**src/rtl/acc_pkg.sv**
```systemverilog
package acc_pkg;

  typedef enum logic [2:0] {
    ALU_PASS = 3'd0,
    ALU_ADD  = 3'd1,
    ALU_SUB  = 3'd2,
    ALU_XOR  = 3'd3,
    ALU_INV  = 3'd4
  } alu_op_e;

  typedef struct packed {
    logic    oe_pc;
    logic    inc_pc;
    logic    ld_pc;
    logic    oe_acc;
    logic    ld_acc;
    logic    oe_mem;
    logic    we_mem;
    logic    oe_const;
    logic [1:0] const_sel;
    logic    oe_port;
    logic    ld_abr;
    logic    ld_mar;
    logic    ld_ir;
    alu_op_e alu_op;
  } ctrl_t;

  localparam logic [7:0] OP_HLT = 8'h00;
  localparam logic [7:0] OP_LDI = 8'h01;
  localparam logic [7:0] OP_LDA = 8'h02;
  localparam logic [7:0] OP_STA = 8'h03;
  localparam logic [7:0] OP_ADD = 8'h04;
  localparam logic [7:0] OP_SUB = 8'h05;
  localparam logic [7:0] OP_XOR = 8'h06;
  localparam logic [7:0] OP_INV = 8'h07;
  localparam logic [7:0] OP_JZ  = 8'h08;
  localparam logic [7:0] OP_LDX = 8'h09;
  localparam logic [7:0] OP_IN  = 8'h0A;
  localparam logic [7:0] OP_JMP = 8'h0B;
  localparam logic [5:0] OP_CON_HI = 6'b000100;

endpackage

```
**src/rtl/acc_alu.sv**
```systemverilog
module acc_alu
  import acc_pkg::*;
#(
  parameter int DATA_W = 8
) (
  input  logic [DATA_W-1:0] bus_a,
  input  logic [DATA_W-1:0] buf_b,
  input  alu_op_e           op,
  output logic [DATA_W-1:0] result
);

  always_comb begin
    unique case (op)
      ALU_ADD: result = bus_a + buf_b;
      ALU_SUB: result = bus_a - buf_b;
      ALU_XOR: result = bus_a ^ buf_b;
      ALU_INV: result = ~bus_a;
      default: result = bus_a;
    endcase
  end

endmodule

```
**src/rtl/acc_ram.sv**
```systemverilog
module acc_ram #(
  parameter int DATA_W = 8,
  parameter int ADDR_W = 8,
  parameter int DEPTH  = 1 << ADDR_W,
  parameter logic [DEPTH*DATA_W-1:0] IMAGE = '0
) (
  input  logic              clk,
  input  logic              rst_n,
  input  logic [ADDR_W-1:0] addr,
  input  logic              we,
  input  logic [DATA_W-1:0] wdata,
  output logic [DATA_W-1:0] rdata
);

  logic [DATA_W-1:0] cells [DEPTH];

  always_ff @(posedge clk or negedge rst_n) begin
    if (!rst_n) begin
      for (int i = 0; i < DEPTH; i++) begin
        cells[i] <= IMAGE[i*DATA_W +: DATA_W];
      end
    end else if (we) begin
      cells[addr] <= wdata;
    end
  end

  assign rdata = cells[addr];

endmodule

```
**src/rtl/acc_sequencer.sv**
```systemverilog
module acc_sequencer
  import acc_pkg::*;
#(
  parameter int STEP_W = 3
) (
  input  logic       clk,
  input  logic       rst_n,
  input  logic [7:0] opcode,
  input  logic       acc_zero,
  output ctrl_t      ctl,
  output logic       halted
);

  typedef enum logic [1:0] {
    ST_FETCH_A = 2'd0,
    ST_FETCH_B = 2'd1,
    ST_EXEC    = 2'd2,
    ST_STOP    = 2'd3
  } seq_state_e;

  seq_state_e        state_q, state_d;
  logic [STEP_W-1:0] step_q, step_d;
  logic              last_step;
  logic              go_stop;

  // operand word fetch shared by all two-word instructions
  function automatic ctrl_t operand_addr(input ctrl_t c);
    ctrl_t r;
    r = c;
    r.oe_pc  = 1'b1;
    r.ld_mar = 1'b1;
    return r;
  endfunction

  always_comb begin
    ctl       = '0;
    ctl.alu_op = ALU_PASS;
    last_step = 1'b0;
    go_stop   = 1'b0;
    state_d   = state_q;
    step_d    = step_q;

    unique case (state_q)
      ST_FETCH_A: begin
        ctl.oe_pc  = 1'b1;
        ctl.ld_mar = 1'b1;
        state_d    = ST_FETCH_B;
      end

      ST_FETCH_B: begin
        ctl.oe_mem = 1'b1;
        ctl.ld_ir  = 1'b1;
        ctl.inc_pc = 1'b1;
        state_d    = ST_EXEC;
        step_d     = '0;
      end

      ST_EXEC: begin
        if (opcode[7:2] == OP_CON_HI) begin
          ctl.oe_const  = 1'b1;
          ctl.const_sel = opcode[1:0];
          ctl.ld_acc    = 1'b1;
          last_step     = 1'b1;
        end else begin
          unique case (opcode)
            OP_HLT: go_stop = 1'b1;

            OP_LDI: begin
              if (step_q == 0) ctl = operand_addr(ctl);
              else begin
                ctl.oe_mem = 1'b1;
                ctl.ld_acc = 1'b1;
                ctl.inc_pc = 1'b1;
                last_step  = 1'b1;
              end
            end

            OP_LDA, OP_STA: begin
              if (step_q == 0) ctl = operand_addr(ctl);
              else if (step_q == 1) begin
                ctl.oe_mem = 1'b1;
                ctl.ld_mar = 1'b1;
                ctl.inc_pc = 1'b1;
              end else begin
                last_step = 1'b1;
                if (opcode == OP_LDA) begin
                  ctl.oe_mem = 1'b1;
                  ctl.ld_acc = 1'b1;
                end else begin
                  ctl.oe_acc = 1'b1;
                  ctl.we_mem = 1'b1;
                end
              end
            end

            OP_ADD, OP_SUB, OP_XOR: begin
              if (step_q == 0) ctl = operand_addr(ctl);
              else if (step_q == 1) begin
                ctl.oe_mem = 1'b1;
                ctl.ld_mar = 1'b1;
                ctl.inc_pc = 1'b1;
              end else if (step_q == 2) begin
                ctl.oe_mem = 1'b1;
                ctl.ld_abr = 1'b1;
              end else begin
                ctl.oe_acc = 1'b1;
                ctl.ld_acc = 1'b1;
                last_step  = 1'b1;
                unique case (opcode)
                  OP_ADD:  ctl.alu_op = ALU_ADD;
                  OP_SUB:  ctl.alu_op = ALU_SUB;
                  default: ctl.alu_op = ALU_XOR;
                endcase
              end
            end

            OP_INV: begin
              ctl.oe_acc = 1'b1;
              ctl.ld_acc = 1'b1;
              ctl.alu_op = ALU_INV;
              last_step  = 1'b1;
            end

            OP_JZ, OP_JMP: begin
              if (step_q == 0) ctl = operand_addr(ctl);
              else begin
                last_step = 1'b1;
                if (opcode == OP_JMP || acc_zero) begin
                  ctl.oe_mem = 1'b1;
                  ctl.ld_pc  = 1'b1;
                end else begin
                  ctl.inc_pc = 1'b1;
                end
              end
            end

            OP_LDX: begin
              unique case (step_q)
                3'd0: ctl = operand_addr(ctl);
                3'd1: begin
                  ctl.oe_mem = 1'b1;
                  ctl.ld_abr = 1'b1;
                  ctl.inc_pc = 1'b1;
                end
                3'd2: begin
                  ctl.oe_acc = 1'b1;
                  ctl.ld_acc = 1'b1;
                  ctl.alu_op = ALU_ADD;
                end
                3'd3: begin
                  ctl.oe_acc = 1'b1;
                  ctl.ld_mar = 1'b1;
                end
                default: begin
                  ctl.oe_mem = 1'b1;
                  ctl.ld_acc = 1'b1;
                  last_step  = 1'b1;
                end
              endcase
            end

            OP_IN: begin
              ctl.oe_port = 1'b1;
              ctl.ld_acc  = 1'b1;
              last_step   = 1'b1;
            end

            default: last_step = 1'b1;
          endcase
        end

        if (go_stop) state_d = ST_STOP;
        else if (last_step) state_d = ST_FETCH_A;
        else step_d = step_q + 1'b1;
      end

      default: ; // ST_STOP: all controls held off
    endcase
  end

  always_ff @(posedge clk or negedge rst_n) begin
    if (!rst_n) begin
      state_q <= ST_FETCH_A;
      step_q  <= '0;
    end else begin
      state_q <= state_d;
      step_q  <= step_d;
    end
  end

  assign halted = (state_q == ST_STOP);

endmodule

```
**src/rtl/acc_machine.sv**
```systemverilog
module acc_machine
  import acc_pkg::*;
#(
  parameter int DATA_W = 8,
  parameter int DEPTH  = 256,
  parameter logic [DEPTH*DATA_W-1:0] IMAGE = '0
) (
  input  logic              clk,
  input  logic              rst_n,
  input  logic [DATA_W-1:0] port_in,
  output logic [DATA_W-1:0] acc_out,
  output logic              halt
);

  localparam int ADDR_W = $clog2(DEPTH);
  localparam int SYNC_W = 2;

  // reset: asynchronous assert, synchronous release
  logic [SYNC_W-1:0] rst_sync_q;
  logic              core_rst_n;

  always_ff @(posedge clk or negedge rst_n) begin
    if (!rst_n) rst_sync_q <= '0;
    else        rst_sync_q <= {rst_sync_q[SYNC_W-2:0], 1'b1};
  end
  assign core_rst_n = rst_sync_q[SYNC_W-1];

  ctrl_t             ctl;
  logic [DATA_W-1:0] bus;
  logic [DATA_W-1:0] pc_q, acc_q, abr_q, ir_q;
  logic [ADDR_W-1:0] mar_q;
  logic [DATA_W-1:0] mem_rdata, alu_res, const_val;
  logic              acc_zero;

  // constant source: 0, 1, 2, all ones
  always_comb begin
    if (ctl.const_sel == 2'd3) const_val = '1;
    else                       const_val = DATA_W'(ctl.const_sel);
  end

  // shared bus: AND-OR of the enabled driver
  always_comb begin
    bus = '0;
    if (ctl.oe_pc)    bus = bus | pc_q;
    if (ctl.oe_acc)   bus = bus | acc_q;
    if (ctl.oe_mem)   bus = bus | mem_rdata;
    if (ctl.oe_const) bus = bus | const_val;
    if (ctl.oe_port)  bus = bus | port_in;
  end

  assign acc_zero = (acc_q == '0);

  always_ff @(posedge clk or negedge core_rst_n) begin
    if (!core_rst_n) begin
      pc_q <= '0;
    end else if (ctl.ld_pc) begin
      pc_q <= bus;
    end else if (ctl.inc_pc) begin
      pc_q <= pc_q + 1'b1;
    end
  end

  always_ff @(posedge clk or negedge core_rst_n) begin
    if (!core_rst_n) acc_q <= '0;
    else if (ctl.ld_acc) acc_q <= alu_res;
  end

  always_ff @(posedge clk or negedge core_rst_n) begin
    if (!core_rst_n) abr_q <= '0;
    else if (ctl.ld_abr) abr_q <= bus;
  end

  always_ff @(posedge clk or negedge core_rst_n) begin
    if (!core_rst_n) mar_q <= '0;
    else if (ctl.ld_mar) mar_q <= bus[ADDR_W-1:0];
  end

  always_ff @(posedge clk or negedge core_rst_n) begin
    if (!core_rst_n) ir_q <= '0;
    else if (ctl.ld_ir) ir_q <= bus;
  end

  acc_sequencer u_seq (
    .clk      (clk),
    .rst_n    (core_rst_n),
    .opcode   (ir_q[7:0]),
    .acc_zero (acc_zero),
    .ctl      (ctl),
    .halted   (halt)
  );

  acc_alu #(.DATA_W(DATA_W)) u_alu (
    .bus_a  (bus),
    .buf_b  (abr_q),
    .op     (ctl.alu_op),
    .result (alu_res)
  );

  acc_ram #(
    .DATA_W (DATA_W),
    .ADDR_W (ADDR_W),
    .DEPTH  (DEPTH),
    .IMAGE  (IMAGE)
  ) u_ram (
    .clk   (clk),
    .rst_n (core_rst_n),
    .addr  (mar_q),
    .we    (ctl.we_mem),
    .wdata (bus),
    .rdata (mem_rdata)
  );

  assign acc_out = acc_q;

endmodule

```
**config.mk**
```make
export PLATFORM = sky130hd
export DESIGN_NAME = acc_machine
export DESIGN_NICKNAME = d
export VERILOG_FILES = /design/src/rtl/acc_pkg.sv /design/src/rtl/acc_alu.sv /design/src/rtl/acc_ram.sv /design/src/rtl/acc_sequencer.sv /design/src/rtl/acc_machine.sv
export SDC_FILE = /design/constraint.sdc
export NUM_CORES = 2
export LEC_CHECK = 0
export ABC_AREA = 1
export BUFFER_PORTS_ARGS = -buffer_cell sky130_fd_sc_hd__buf_4
export CELL_PAD_IN_SITES_DETAIL_PLACEMENT = 1
export CELL_PAD_IN_SITES_GLOBAL_PLACEMENT = 1
export CORE_MARGIN = 2
export CORE_UTILIZATION = 45
export DETAILED_ROUTE_END_ITERATION = 16
export GPL_ROUTABILITY_DRIVEN = 0
export PLACE_DENSITY = 0.78
export SKIP_LAST_GASP = 1
export SYNTH_ARGS = -nofsm -noshare
export SYNTH_HDL_FRONTEND = slang
export SYNTH_SLANG_ARGS = --single-unit
```
**constraint.sdc**
```tcl
create_clock -name clk -period 132.8 [get_ports clk]
set_input_delay 19.92 -clock clk [delete_from_list [all_inputs] [get_ports clk]]
set_output_delay 19.92 -clock clk [all_outputs]
set_load 0.05 [all_outputs]
```
==> summary.txt <==
GLOBAL ROUTING
--------------------------------------------------------------------------------------------------------
Vias in the first global route ............................................................        91200
First-pass GRT wire length ................................................................       548 mm
Grt ovf ...................................................................................            0
Initial antenna violation count ...........................................................           15
Largest net degree at the start of global routing .........................................          170
GRT Total Usage ...........................................................................        32.4%

LAYOUT
--------------------------------------------------------------------------------------------------------
Commonest non-fill, non-tap cell in the layout ............................................      nand2_1
Non-filler cells, final ...................................................................        14600
Final design utilization ..................................................................        49.5%
Most frequent cells in the layout ......................................................... 2890 x nand2_1, 2092 x dfrtp_1, 1739 x inv_1
Post-synthesis to final-layout area growth ................................................        9.39%
Final net count ...........................................................................        11600
Layout cells sized above 1 ................................................................        5.33%

STA
--------------------------------------------------------------------------------------------------------
Pin slew with the least headroom to its limit .............................................      1.38 ns
Fin. Hold Viols ...........................................................................            0
Period utilization ........................................................................        17.5%
Worst Skew ................................................................................    0.0408 ns
Setup Viol. Count Final ...................................................................            0
Top achievable clock speed ................................................................     43.1 MHz
Total negative setup slack ................................................................         0 ns
Min Clock Period, post-route ..............................................................     23.22 ns
RSZ-0062 raised after global routing ......................................................        false
Relative slew margins .....................................................................        7.88%
Final max-slew violation count ............................................................            0

PLACE
--------------------------------------------------------------------------------------------------------
Cell count after placement ................................................................        14100
HPWL Detailed .............................................................................       222 mm
Number of buffers inserted by port buffering ..............................................           18

FLOORPLANNING
--------------------------------------------------------------------------------------------------------
Floorplan row count .......................................................................          170
Starting Density ..........................................................................        45.3%
Number of top-level design ports ..........................................................           19
Die Y .....................................................................................       468 um
Total core area ........................................................................... 214000 sq um
Chip width ................................................................................       468 um
Area of the die ........................................................................... 219000 sq um

JOB
--------------------------------------------------------------------------------------------------------
Max-Cap Viols .............................................................................            0

CTS
--------------------------------------------------------------------------------------------------------
Post-CTS clock slew at the launch and capture registers of the worst setup and hold paths .      0.06 ns
TritonCTS clock tree ......................................................................          yes
Post-CTS Resized ..........................................................................            0
Maximum clock insertion buffer count ......................................................            3
Later-pin clock latency in the skew report ................................................      0.89 ns
Clock root buffer .........................................................................    clkbuf_16
CTS Hold Bufs .............................................................................            0
Number of setup buffers added after CTS ...................................................            0
Num CTS Buffers ...........................................................................          224
CTS H-tree lvls ...........................................................................            4
Sink count of the clock tree ..............................................................         2095

PWR
--------------------------------------------------------------------------------------------------------
Total power divided by cell area .......................................................... 12.4 nW/um^2
Lkg Pwr ...................................................................................      49.9 nW
VDD IR-drop max ...........................................................................  0.0000153 V
Power, Total ..............................................................................      1.32 mW

SYNTHESIS
--------------------------------------------------------------------------------------------------------
Post-synthesis sequential element count ...................................................         2095
Share of flip-flops with an asynchronous set or reset .....................................         100%
Synth unique cells ........................................................................           43
Portion of the post-synthesis area used by sequential elements ............................        54.0%
Most used flip-flop cell after synthesis ..................................................      dfrtp_1
Syn avg cell area .........................................................................   8.14 sq um
Nets in the synthesized netlist ...........................................................        12000
Yosys synthesis warning count .............................................................            0
Number of enable flip-flop cells after synthesis ..........................................            0
Post-synthesis cell area ..................................................................  97100 sq um
Syn Inst Count ............................................................................        11900

SETUP PATH
--------------------------------------------------------------------------------------------------------
CP Cell Sequence .......................................................................... buf_4 -> inv_1 -> o21ai_0 -> nor3_1 -> nand2_4 -> buf_4 -> buf_4 -> buf_4 -> nand2_1 -> o21ai_0
Category of the worst setup path launch point ............................................. primary input
Worst path slowest cell ...................................................................        buf_4
Delay of the slowest cell on the worst path ...............................................      0.95 ns
Most frequent cell on the critical path ...................................................        buf_4
CP max FO .................................................................................           81
Data arrival time of the worst path .......................................................     24.01 ns
Crit. End Element .........................................................................    flip-flop
Type of the setup path with the least slack ............................................... primary input to flip-flop
Data required time of the worst path ......................................................    133.59 ns

ROUTING
--------------------------------------------------------------------------------------------------------
Antenna-violating nets left ...............................................................            0
Vias per Instance .........................................................................         5.89
Final wirelength ..........................................................................       357 mm
Detail-routed net length per standard cell ................................................      24.5 um
Number of design-rule violations left by the first detailed-router iteration ..............         7405
Total vias in the final route .............................................................        85800
Number of search-and-repair iterations in the first detailed-routing pass .................            6
Residual DRC ..............................................................................            0

HOLD PATH
--------------------------------------------------------------------------------------------------------
Kind of path behind the tightest hold check ............................................... flip-flop to flip-flop

RUN STATUS
--------------------------------------------------------------------------------------------------------
Outcome ................................................................................... finished, final reports clean

[power by group]
part	total, mW	internal, mW	switching (mW)
clock network	0.664	0.394	0.271
logic	0.0133	0.000766	0.0125
registers	0.639	0.638	0.000378
[final timing paths]
path                       cells past startpoint                       endpoint               startpoint  slack, ns
min reg2reg                                    0        rst_sync_q[1]$_DFF_PN0_  rst_sync_q[0]$_DFF_PN0_       0.35
min                                            0        rst_sync_q[1]$_DFF_PN0_  rst_sync_q[0]$_DFF_PN0_       0.35
max in group asynchronous                      1        rst_sync_q[1]$_DFF_PN0_                    rst_n     113.88
max reg2reg                                   20  u_ram.cells[1074]$_DFFE_PN0P_     mar_q[0]$_DFFE_PN0P_     123.88
min in group asynchronous                      0  u_ram.cells[1197]$_DFFE_PN0P_  rst_sync_q[1]$_DFF_PN0_       0.43
max                                           10  u_ram.cells[1074]$_DFFE_PN0P_               port_in[2]     109.58
[metrics by stage]
| step | hold slack [ns] | area [sq um] | setup slack (ns) |
|---|---|---|---|
| after floorplan | 0.331 | 97100 | 70.08 |
| after global placement | 0.337 | 98400 | 109.01 |
| after detailed placement | 0.341 | 98400 | 108.95 |
| after CTS | 0.355 | 106000 | 109.78 |
| after global routing | 0.367 | 106000 | 109.43 |
| final | 0.352 | 106000 | 109.58 |
[cells by family (layout without fill, tap and decap cells)]
kind of cell               count (synthesis)  in the layout  share of synthesized area (%)
and+or+nand+nor                         3678           3678                           14.7
AOI/OAI and AO/OA                       3535           3535                           20.0
buffers and inverters                   2588           2380                           11.0
DFF                                     2095           2095                           54.0
adders and majority gates                 19             19                          0.253
xor gates and xnor gates                  13             13                          0.117
other                                      1              4                        0.00386
[per-layer routing]
layer / vias up / global-route usage (%) / wire (um)
li1: 37700 / - / -
met3: 885 / 6.12 / 26100
met2: 3037 / 52.0 / 165000
met4: 14 / 16.6 / 19900
met5: - / 0 / 90
met1: 44100 / 42.0 / 146000
[worst max-delay path, delay by kind of cell]
family	cells	cell delay, ns
AOI/OAI and AO/OA	2	0.31
buffers and inverters	5	2.67
and+or+nand+nor	3	0.78
[state kept, by name, indices dropped and copies added (netlist names)]
| name | flops |
|---|---|
| u_ram.cells | 2048 |
| abr_q | 8 |
| acc_out | 8 |
| ir_q | 8 |
| mar_q | 8 |
| pc_q | 8 |
| u_seq.step_q | 3 |
| rst_sync_q | 2 |
| u_seq.state_q | 2 |
[cell type report]
type                    count  area, sq um
repair buffers            199         1640
multi-input cells        7246        34100
clock inverters            63          876
inverters                1768         6680
flip-flops and latches   2095        52400
well taps                2838         3550
fillers                 25600       108000
diodes                      3         7.51
clock buffers             350         6880
[synthesized netlist by cell type, drive strengths merged, types with 13 or more instances]
| cell type | count | share of area, % |
|---|---|---|
| inv | 1755 | 6.8 |
| nor3 | 15 | 0.088 |
| clkinv | 13 | 0.050 |
| ha | 18 | 0.23 |
| dfrtp | 2095 | 54 |
| o22ai | 630 | 4.1 |
| nand4 | 72 | 0.46 |
| clkbuf | 254 | 0.98 |
| nand2 | 2903 | 11 |
| a31oi | 114 | 0.73 |
| a21oi | 91 | 0.48 |
| nor2 | 595 | 2.3 |
| o21ai | 2410 | 12 |
| buf | 566 | 3.2 |
| a22oi | 270 | 2.1 |
| or2 | 27 | 0.17 |
| nand3 | 65 | 0.34 |
(Power assumes the default switching activity.)
